<file path="config.mk">
export PLATFORM = sky130hd
export DESIGN_NAME = rx_buf_ctrl
export DESIGN_NICKNAME = d
export VERILOG_FILES = /design/src/rtl/rxb_pkg.sv /design/src/rtl/rxb_qual.sv /design/src/rtl/rxb_route.sv /design/src/rtl/rxb_slot.sv /design/src/rtl/rx_buf_ctrl.sv
export SDC_FILE = /design/constraint.sdc
export NUM_CORES = 1
export LEC_CHECK = 0
export BUFFER_PORTS_ARGS = -buffer_cell sky130_fd_sc_hd__buf_4
export CORE_AREA = 5 5 157 159
export CTS_CLUSTER_SIZE = 8
export DETAILED_ROUTE_END_ITERATION = 6
export DIE_AREA = 0 0 162 164
export PLACE_DENSITY = 0.72
export SETUP_SLACK_MARGIN = 0.2
export SLEW_MARGIN = 20
export SYNTH_ARGS = -nofsm -noshare
export SYNTH_HDL_FRONTEND = slang
export SYNTH_SLANG_ARGS = --single-unit
</file>
<file path="constraint.sdc">
create_clock -name clk_i -period 3.5 [get_ports clk_i]
set_clock_uncertainty 0.1 [all_clocks]
set_input_delay 0 -clock clk_i [delete_from_list [all_inputs] [get_ports clk_i]]
set_output_delay 0 -clock clk_i [all_outputs]
set_load 0.005 [all_outputs]
</file>
<file path="src/rtl/rxb_pkg.sv">
package rxb_pkg;
  localparam int ID_W     = 29;
  localparam int DLC_W    = 4;
  localparam int NBYTES   = 8;
  localparam int CODE_W   = 3;
  localparam int NBUF     = 2;
  localparam logic [CODE_W-1:0] CODE_OPEN = '1;

  typedef enum logic [1:0] {
    MODE_FILT = 2'b00,
    MODE_STD  = 2'b01,
    MODE_EXT  = 2'b10,
    MODE_OPEN = 2'b11
  } rx_mode_e;

  typedef struct packed {
    logic                  ext;
    logic                  rtr;
    logic [DLC_W-1:0]      dlc;
    logic [ID_W-1:0]       id;
    logic [8*NBYTES-1:0]   data;
  } rx_msg_t;
endpackage

</file>
<file path="src/rtl/rxb_qual.sv">
module rxb_qual
  import rxb_pkg::*;
#(
  parameter int NUM_FILT = 6,
  parameter int B0_FILT  = 2
) (
  input  logic [NUM_FILT-1:0] filt_hit_i,
  input  logic [NUM_FILT-1:0] filt_ext_i,
  input  logic                msg_ext_i,
  input  rx_mode_e            mode0_i,
  input  rx_mode_e            mode1_i,
  output logic [NUM_FILT-1:0] qual_o
);
  for (genvar i = 0; i < NUM_FILT; i++) begin : g_f
    rx_mode_e m;
    logic     ok;
    if (i < B0_FILT) begin : g_b0
      assign m = mode0_i;
    end else begin : g_b1
      assign m = mode1_i;
    end
    always_comb begin
      case (m)
        MODE_FILT: ok = (filt_ext_i[i] == msg_ext_i);
        MODE_STD:  ok = !msg_ext_i && !filt_ext_i[i];
        MODE_EXT:  ok = msg_ext_i && filt_ext_i[i];
        default:   ok = 1'b0;  // open mode bypasses filters
      endcase
    end
    assign qual_o[i] = filt_hit_i[i] & ok;
  end
endmodule

</file>
<file path="src/rtl/rxb_route.sv">
module rxb_route
  import rxb_pkg::*;
#(
  parameter int NUM_FILT = 6,
  parameter int B0_FILT  = 2
) (
  input  logic                   valid_i,
  input  logic                   abort_i,
  input  logic [NUM_FILT-1:0]    qual_i,
  input  rx_mode_e               mode0_i,
  input  rx_mode_e               mode1_i,
  input  logic                   roll_i,
  input  logic [NBUF-1:0]        full_i,
  output logic [NBUF-1:0]        ld_o,
  output logic [NBUF-1:0]        ovf_set_o,
  output logic [CODE_W-1:0]      code0_o,
  output logic [CODE_W-1:0]      code1_o
);
  logic open0, open1, hit0, hit1, acc0, acc1;
  logic [CODE_W-1:0] idx0, idx1, c0, c1;

  assign open0 = (mode0_i == MODE_OPEN);
  assign open1 = (mode1_i == MODE_OPEN);
  assign hit0  = |qual_i[B0_FILT-1:0];
  assign hit1  = |qual_i[NUM_FILT-1:B0_FILT];
  assign acc0  = valid_i && (open0 || (!abort_i && hit0));
  assign acc1  = valid_i && (open1 || (!abort_i && hit1));

  // lowest-numbered qualified filter wins
  always_comb begin
    idx0 = '0;
    idx1 = CODE_W'(B0_FILT);
    for (int i = B0_FILT - 1; i >= 0; i--)
      if (qual_i[i]) idx0 = CODE_W'(i);
    for (int i = NUM_FILT - 1; i >= B0_FILT; i--)
      if (qual_i[i]) idx1 = CODE_W'(i);
  end

  assign c0 = open0 ? CODE_OPEN : idx0;
  assign c1 = open1 ? CODE_OPEN : idx1;

  always_comb begin
    ld_o      = '0;
    ovf_set_o = '0;
    code0_o   = c0;
    code1_o   = c1;
    if (acc0 && !full_i[0]) begin
      ld_o[0] = 1'b1;
    end else if (acc0 && roll_i) begin
      code1_o = c0;
      if (!full_i[1]) ld_o[1] = 1'b1;
      else            ovf_set_o[1] = 1'b1;
    end else if (acc1) begin
      if (!full_i[1]) ld_o[1] = 1'b1;
      else            ovf_set_o[1] = 1'b1;
    end else if (acc0) begin
      ovf_set_o[0] = 1'b1;
    end
  end
endmodule

</file>
<file path="src/rtl/rxb_slot.sv">
module rxb_slot
  import rxb_pkg::*;
(
  input  logic              clk_i,
  input  logic              rst_ni,
  input  logic              ld_i,
  input  rx_msg_t           msg_i,
  input  logic [CODE_W-1:0] code_i,
  input  logic              clr_full_i,
  input  logic              set_ovf_i,
  input  logic              clr_ovf_i,
  input  logic [3:0]        rd_sel_i,
  output logic              full_o,
  output logic              ovf_o,
  output logic [7:0]        rd_byte_o
);
  localparam int ID_PAD = 32 - ID_W;

  rx_msg_t           msg_q;
  logic [CODE_W-1:0] code_q;
  logic              full_q, ovf_q;
  logic [31:0]       id_w;

  always_ff @(posedge clk_i or negedge rst_ni) begin
    if (!rst_ni) begin
      msg_q  <= '0;
      code_q <= '0;
      full_q <= 1'b0;
      ovf_q  <= 1'b0;
    end else begin
      full_q <= (full_q & ~clr_full_i) | ld_i;
      ovf_q  <= (ovf_q & ~clr_ovf_i) | set_ovf_i;
      if (ld_i) begin
        msg_q  <= msg_i;
        code_q <= code_i;
      end
    end
  end

  assign id_w = {{ID_PAD{1'b0}}, msg_q.id};

  always_comb begin
    int k;
    k = int'(rd_sel_i);
    rd_byte_o = '0;
    if (k == 0) begin
      rd_byte_o[CODE_W-1:0] = code_q;
      rd_byte_o[CODE_W]     = msg_q.rtr;
      rd_byte_o[CODE_W+1]   = msg_q.ext;
    end else if (k <= 4) begin
      rd_byte_o = id_w[8*(k-1) +: 8];
    end else if (k == 5) begin
      rd_byte_o[DLC_W-1:0] = msg_q.dlc;
    end else if (k < 6 + NBYTES) begin
      rd_byte_o = msg_q.data[8*(k-6) +: 8];
    end
  end

  assign full_o = full_q;
  assign ovf_o  = ovf_q;
endmodule

</file>
<file path="src/rtl/rx_buf_ctrl.sv">
module rx_buf_ctrl
  import rxb_pkg::*;
#(
  parameter int NUM_FILT = 6,
  parameter int B0_FILT  = 2,
  parameter int ADDR_W   = 6
) (
  input  logic                     clk_i,
  input  logic                     rst_ni,
  input  logic                     msg_valid_i,
  input  logic                     msg_abort_i,
  input  logic                     msg_ext_i,
  input  logic                     msg_rtr_i,
  input  logic [ID_W-1:0]          msg_id_i,
  input  logic [DLC_W-1:0]         msg_dlc_i,
  input  logic [8*NBYTES-1:0]      msg_data_i,
  input  logic [NUM_FILT-1:0]      filt_hit_i,
  input  logic [NUM_FILT-1:0]      filt_ext_i,
  input  logic                     host_we_i,
  input  logic [ADDR_W-1:0]        host_addr_i,
  input  logic [7:0]               host_wdata_i,
  output logic [7:0]               host_rdata_o,
  output logic [NBUF-1:0]          full_o,
  output logic [NBUF-1:0]          irq_o,
  output logic                     last_buf_o,
  output logic [CODE_W-1:0]        last_code_o
);
  localparam int REGION_W = ADDR_W - 4;
  localparam logic [ADDR_W-1:0] CTRL_ADDR = ADDR_W'(0);
  localparam logic [ADDR_W-1:0] FLAG_ADDR = ADDR_W'(1);

  rx_mode_e          mode0_q, mode1_q;
  logic              roll_q;
  logic [NBUF-1:0]   ie_q;
  logic              last_buf_q;
  logic [CODE_W-1:0] last_code_q;

  logic [NUM_FILT-1:0] qual;
  logic [NBUF-1:0]     ld, ovf_set, full_q, ovf_q, clr_full, clr_ovf;
  logic [CODE_W-1:0]   code0, code1;
  logic [NBUF-1:0][CODE_W-1:0] code;
  logic [NBUF-1:0][7:0]        slot_byte;
  logic ctrl_wr, flag_wr;
  logic [REGION_W-1:0] region;
  rx_msg_t msg;

  assign msg = '{ext: msg_ext_i, rtr: msg_rtr_i, dlc: msg_dlc_i,
                 id: msg_id_i, data: msg_data_i};

  assign ctrl_wr = host_we_i && (host_addr_i == CTRL_ADDR);
  assign flag_wr = host_we_i && (host_addr_i == FLAG_ADDR);
  assign region  = host_addr_i[ADDR_W-1:4];

  always_ff @(posedge clk_i or negedge rst_ni) begin
    if (!rst_ni) begin
      mode0_q <= MODE_FILT;
      mode1_q <= MODE_FILT;
      roll_q  <= 1'b0;
      ie_q    <= '0;
    end else if (ctrl_wr) begin
      mode0_q <= rx_mode_e'(host_wdata_i[1:0]);
      mode1_q <= rx_mode_e'(host_wdata_i[3:2]);
      roll_q  <= host_wdata_i[4];
      ie_q    <= host_wdata_i[6:5];
    end
  end

  always_ff @(posedge clk_i or negedge rst_ni) begin
    if (!rst_ni) begin
      last_buf_q  <= 1'b0;
      last_code_q <= '0;
    end else if (ld[0]) begin
      last_buf_q  <= 1'b0;
      last_code_q <= code0;
    end else if (ld[1]) begin
      last_buf_q  <= 1'b1;
      last_code_q <= code1;
    end
  end

  rxb_qual #(.NUM_FILT(NUM_FILT), .B0_FILT(B0_FILT)) u_qual (
    .filt_hit_i (filt_hit_i),
    .filt_ext_i (filt_ext_i),
    .msg_ext_i  (msg_ext_i),
    .mode0_i    (mode0_q),
    .mode1_i    (mode1_q),
    .qual_o     (qual)
  );

  rxb_route #(.NUM_FILT(NUM_FILT), .B0_FILT(B0_FILT)) u_route (
    .valid_i   (msg_valid_i),
    .abort_i   (msg_abort_i),
    .qual_i    (qual),
    .mode0_i   (mode0_q),
    .mode1_i   (mode1_q),
    .roll_i    (roll_q),
    .full_i    (full_q),
    .ld_o      (ld),
    .ovf_set_o (ovf_set),
    .code0_o   (code0),
    .code1_o   (code1)
  );

  assign code[0] = code0;
  assign code[1] = code1;

  for (genvar b = 0; b < NBUF; b++) begin : g_slot
    assign clr_full[b] = flag_wr && host_wdata_i[b];
    assign clr_ovf[b]  = flag_wr && host_wdata_i[NBUF+b];
    rxb_slot u_slot (
      .clk_i      (clk_i),
      .rst_ni     (rst_ni),
      .ld_i       (ld[b]),
      .msg_i      (msg),
      .code_i     (code[b]),
      .clr_full_i (clr_full[b]),
      .set_ovf_i  (ovf_set[b]),
      .clr_ovf_i  (clr_ovf[b]),
      .rd_sel_i   (host_addr_i[3:0]),
      .full_o     (full_q[b]),
      .ovf_o      (ovf_q[b]),
      .rd_byte_o  (slot_byte[b])
    );
    assign irq_o[b] = full_q[b] & ie_q[b];
  end

  always_comb begin
    host_rdata_o = '0;
    if (host_addr_i == CTRL_ADDR) begin
      host_rdata_o = {1'b0, ie_q, roll_q, mode1_q, mode0_q};
    end else if (host_addr_i == FLAG_ADDR) begin
      host_rdata_o = {3'b000, last_buf_q, ovf_q, full_q};
    end else begin
      for (int b = 0; b < NBUF; b++)
        if (region == REGION_W'(b + 1)) host_rdata_o = slot_byte[b];
    end
  end

  assign full_o      = full_q;
  assign last_buf_o  = last_buf_q;
  assign last_code_o = last_code_q;
endmodule

</file>
==> flow_summary.json, run 1 <==
{
  "drt-pass1-iter-count": 4,
  "port_buffers": 144,
  "antenna_found_initial": 1,
  "slew-limit-headroom": 0.446,
  "layout_min_cycle_time_ns": 2.92,
  "finalSetupViolations": 0,
  "fp.dieW_um": 162,
  "crit_arrival_ns": 3.24,
  "grt-ovfl-total": 0,
  "grt_max_degree": 100,
  "min_path_type": "input pin to async pin",
  "crit_fanout": 39,
  "status": "complete, but fails checks",
  "vias": 8325,
  "synth_area_leader_cell": "dfrtp_1",
  "area_growth_pct": 28.7,
  "tns_ns": 0,
  "power_density_nw_per_um2": 670,
  "cpPeakStageDelay_ns": 0.55,
  "synth.most_common_cell": "nand2_1",
  "cpMostUsedCell": "a21oi_4",
  "cts.repair.resized": 0,
  "dpl.hpwl_um": 19300,
  "h-tree-depth": 1,
  "violations": "negative hold slack",
  "post_drt_wl_per_cell_um": 19.0,
  "grtUsageTotal": 0.217,
  "yosysSeqAreaShare": 0.485,
  "grt_first_pass_wirelength_um": 46200,
  "netlist.area_leader.share": 0.485,
  "numCtsBuffers": 31,
  "cts_tree": "done",
  "drc": 0,
  "pin_count": 146,
  "finalMaxSlewViolations": 0,
  "finalHoldViolCount": 8,
  "ant_nets": 0,
  "nNetsFinal": 1368,
  "startpoint_type": "register",
  "crit_required_ns": 3.82,
  "gp_congestion": 0.898,
  "p_leak_nw": 6.96,
  "synth_flop_cell": "dfrtp_1",
  "cp_slowest_cell": "dfrtp_1",
  "start_util": 0.487,
  "fmax_mhz": 343,
  "grt_pass1_vias": 8581,
  "viasPerCell": 5.50,
  "peakVddDrop_v": 0.000383,
  "worst_slew_pin_slew_ns": 0.831,
  "synth_fp_nets": 1115,
  "dpl-instance-area_um2": 12500,
  "holdWs_ns": -0.00201,
  "drtIter0Drc": 672,
  "yosys_warnings": 0,
  "clkTransAtPathRegs_ns": 0.05,
  "ys_top_cells_by_count": "nand2_1 (320), dfrtp_1 (218), mux2_4 (87)",
  "dieHeight_um": 164,
  "cap_violations": 0,
  "die_area_um2": 26600,
  "totalWireLength_um": 28800,
  "grt_setup_unrepaired": "no",
  "drive_gt1_frac": 0.301,
  "path_cells": "and4b_1 > a41oi_1 > a21o_1 > a21oi_4 > a21oi_4 > buf_12 > buf_4 > mux2_4",
  "synth.distinct_cells": 62,
  "cp-end-kind": "register",
  "syn_area_um2": 11300,
  "clock_latency_ns": 0.54,
  "clock_path_buffers": 3,
  "synth-edff-count": 0,
  "stdcell_area_um2": 14500,
  "cts_root_buf": "clkbuf_16",
  "cts.sinks": 218,
  "synth_cells": 967,
  "postSynth.asyncResetShare": 1.00,
  "final_core_util": 0.627,
  "ys_ff_latch": 218,
  "row_count": 56,
  "avgSynthCellArea_um2": 11.6,
  "fin_crit_sh": 0.834,
  "synth_area_leaders": "dfrtp_1 (48%), mux2_4 (12%), nand2_1 (11%), mux4_2 (9.0%), mux2_2 (2.7%)",
  "criticalPathCategory": "register to register",
  "coreArea_um2": 23100
}
[logic make-up after synthesis]
logic type | Yosys count | share of synthesized area
simple gates | 394 | 0.146
flops | 218 | 0.485
mux | 170 | 0.243
compound gates | 89 | 0.0616
buf+inv | 78 | 0.0448
fa+ha+maj | 18 | 0.0200
[per-stage QoR]
stage	setup WS [ns]	total power [mW]	cells	hold slack, ns
6_report	0.582	9.71	1513	-0.00201
5_1_grt	0.479	10.3	1513	0.0555
4_1_cts	0.607	9.74	1510	0.0249
3_5_place_dp	0.619	7.01	1356	0.0415
3_3_place_gp	0.677	6.88	1356	0.0378
2_1_floorplan	0.752	6.12	967	-0.396
[what timing repair did]
item	4_1_cts	5_1_grt
buffers inserted	0	0
endpoints found under the hold margin	312	0
hold buffers	120	0
[cell type report]
cell class              instances  area, µm²
diodes                          2       5.00
clock buffers                  32        779
clock inverters                 2       16.3
fillers                      1760       8630
inverters                      18       67.6
multi-input cells             671       5330
flip-flops and latches        218       5460
well taps                     290        363
repair buffers                280       2480
[cell usage in the layout (no fill, tap or decap), drive strengths merged, types with 5 or more instances in the layout]
master       instances
and4b                6
o21a                 5
clkbuf              33
nor3                 6
a221oi               9
a31oi                5
mux2               114
nand2              320
dfrtp              218
nand2b              16
dlygate4sd3        120
a21oi               15
nor2                18
buf                159
inv                 19
nand3                5
mux2i               11
mux4                45
nor2b                5
ha                  18
o21ai               12
[power breakdown]
group          total [mW]  internal, mW  switching [mW]
sequential           4.32          3.65           0.665
combinational        2.84          1.72            1.11
clock                2.56          1.54            1.02
total                9.71          6.92            2.79
[registers in the layout (all words and copies together) (netlist names)]
name	cells
g_slot.u_slot.ovf_o	2
last_buf_o	1
ie_q	2
mode1_q	2
g_slot.u_slot.code_q	5
roll_q	1
g_slot.u_slot.id_w	58
g_slot.u_slot.msg_q	140
mode0_q	2
last_code_o	3
g_slot.u_slot.full_o	2
[critical path, delay by kind of cell (launching register included)]
kind / cells / cell delay [ns]
AO/OA/AOI/OAI: 4 / 0.83
buffers and inverters: 2 / 0.69
flip-flops: 1 / 0.55
multiplexers: 1 / 0.34
AND/OR/NAND/NOR: 1 / 0.24
[metal layers]
layer	vias to the layer above	routed length, µm	GRT usage
met4	0	839	0.0700
met5	-	0	0
li1	3861	-	-
met3	57	1380	0.0319
met2	223	13700	0.349
met1	4184	12900	0.307
[worst paths after layout]
path / start / end / slack, ns / depth (start not counted)
setup / recovery: mode0_q[0] / g_slot[1].u_slot.msg_q[32] / 0.58 / 8
hold / removal: rst_ni / g_slot[1].u_slot.msg_q[42] / -0.002 / 2
setup reg to reg: mode0_q[0] / g_slot[1].u_slot.msg_q[32] / 0.58 / 8
hold reg to reg: g_slot[0].u_slot.msg_q[25] / g_slot[0].u_slot.msg_q[25] / 0.37 / 2
max in group asynchronous: rst_ni / g_slot[0].u_slot.id_w[28] / 2.39 / 3
min in group clk_i: filt_hit_i[0] / last_code_o[0] / 0.09 / 4
Power figures use the tool's default switching activity.
==> inputs of run 2 (changes only) <==
PLACE_DENSITY = 0.75   (was 0.72)
clock period = 2.5 ns   (was 3.5 ns; I/O delays follow)
==> flow_summary.json, run 2 (same netlist as run 1, synthesis figures left out) <==
{
  "hold_start": "filt_hit_i[2]",
  "layout_min_cycle_time_ns": 2.69,
  "startpoint_type": "register",
  "nNetsFinal": 1454,
  "reg2reg_depth": 10,
  "antenna_found_initial": 1,
  "layout_commonest_cell": "nand2_1",
  "peakVddDrop_v": 0.000589,
  "viasPerCell": 5.85,
  "drtIter0Drc": 957,
  "crit_required_ns": 2.40,
  "row_count": 56,
  "num-fill-cells": 1454,
  "seq_area_um2": 5460,
  "clock_latency_ns": 0.55,
  "violations": "negative setup slack",
  "cp-end-kind": "output pin",
  "largest_reg_flops": 140,
  "grt_first_pass_wirelength_um": 54900,
  "coreArea_um2": 23100,
  "fin_ws_ns": -0.185,
  "totalWireLength_um": 36200,
  "holdPathEnd": "g_slot[1].u_slot.code_q[0]",
  "status": "complete, but fails checks",
  "fin_crit_sh": 1.07,
  "drc": 0,
  "clkTransAtPathRegs_ns": 0.05,
  "layout_common_cells": "nand2_1 (315), dfrtp_1 (215), buf_4 (194)",
  "finalSetupViolations": 3,
  "finalMaxSlewViolations": 0,
  "crit_arrival_ns": 2.59,
  "largest-register": "g_slot.u_slot.msg_q",
  "fp.dieW_um": 162,
  "cap_violations": 0,
  "fmax_mhz": 372,
  "multi_input_area_um2": 5650,
  "pin_count": 146,
  "drive_gt1_frac": 0.377,
  "clock_path_buffers": 3,
  "cts_tree": "done",
  "p_leak_nw": 7.66,
  "grtUsageTotal": 0.263,
  "holdWs_ns": 0.0702,
  "grt_pass1_vias": 9838,
  "tns_ns": -0.398,
  "area_growth_pct": 42.1,
  "dpl.cell_count": 1389,
  "power_density_nw_per_um2": 923,
  "h-tree-depth": 1,
  "crit_fanout": 2,
  "gp_congestion": 0.915,
  "r2r_end": "g_slot[1].u_slot.msg_q[15]",
  "ant_nets": 0,
  "dieHeight_um": 164,
  "stdcell_count": 1597,
  "die_area_um2": 26600,
  "r2r_setup_slack_ns": 0.01,
  "min_path_type": "input pin to register",
  "numCtsBuffers": 31,
  "drt-pass1-iter-count": 5,
  "slew-limit-headroom": 0.557,
  "grt_setup_unrepaired": "yes",
  "r2r-start": "mode1_q[0]",
  "start_util": 0.487,
  "cts_root_buf": "clkbuf_16",
  "criticalPathCategory": "register to output pin",
  "finalHoldViolCount": 0,
  "worst_slew_pin_slew_ns": 0.664,
  "grt_max_degree": 102,
  "holdPathStages": 6,
  "port_buffers": 144,
  "vias": 9346,
  "dpl.hpwl_um": 21100,
  "post_drt_wl_per_cell_um": 22.7,
  "cts.sinks": 218,
  "grt-ovfl-total": 0
}
[run 2: cell count changes in the layout (fill, tap and decap cells not counted), sizes merged]
cell         delta
clkinvlp        -1
dlygate4sd3     -1
clkinv          +1
clkbuf          +1
buf            +85
diode           -1
[run 2: per-stage QoR]
stage | total power [mW] | cell area [µm²] | util | worst slack (ns)
finish | 14.8 | 16000 | 0.692 | -0.185
global route | 15.4 | 16000 | 0.692 | -0.213
CTS | 14.2 | 15600 | 0.674 | -0.154
detailed placement | 9.96 | 12800 | 0.554 | 0.0257
global placement | 9.69 | 12800 | 0.554 | 0.0588
floorplan | 8.58 | 11300 | - | 0.211
[run 2: worst max path at each step]
| stage | startpoint | to | slack (ns) |
|---|---|---|---|
| finish | g_slot[1].u_slot.msg_q[13] | host_rdata_o[5] | -0.19 |
| global placement | msg_ext_i | g_slot[1].u_slot.id_w[2] | 0.06 |
| detailed placement | mode1_q[0] | g_slot[1].u_slot.msg_q[55] | 0.03 |
| global route | g_slot[1].u_slot.msg_q[13] | host_rdata_o[5] | -0.21 |
| CTS | g_slot[1].u_slot.msg_q[13] | host_rdata_o[5] | -0.15 |
| floorplan | host_addr_i[0] | ie_q[0] | 0.21 |
[run 2: timing repair]
action / 4_1_cts / 5_1_grt
gates resized for setup: 69 / 39
hold endpoints to repair: 416 / 0
gates cloned: 9 / 2
buffers inserted: 24 / 20
setup endpoints to repair: 105 / 175
hold buffers: 119 / 0
pin swaps: 18 / 27
[run 2: area by class of cell]
type | instances | area share
multi-input cells | 671 | 0.353
flip-flops and latches | 218 | 0.341
repair buffers | 366 | 0.228
clock buffers | 31 | 0.0485
well taps | 290 | 0.0227
inverters | 18 | 0.00422
clock inverters | 2 | 0.00180
diodes | 1 | 0.000156
[run 2: report_power, final]
part	internal [mW]	leakage, nW	switching, mW
Combinational	2.91	4.52	2.01
Sequential	5.11	2.74	1.03
Clock	2.17	0.396	1.52
[run 2: worst max-delay path: stages (launching register included)]
cell and delay (ns):
dfrtp_1 0.38, mux4_2 0.51, mux4_2 0.59, o2bb2ai_4 0.17
a21oi_2 0.14, o21ai_2 0.09, buf_4 0.14
[run 2: layer usage]
metal	wire [µm]	up-vias	GRT usage	share of wire
li1	-	4023	-	-
met5	0	-	0	0
met1	13700	4679	0.336	0.38
met3	2810	133	0.0384	0.078
met2	17900	511	0.444	0.49
met4	1780	0	0.125	0.049
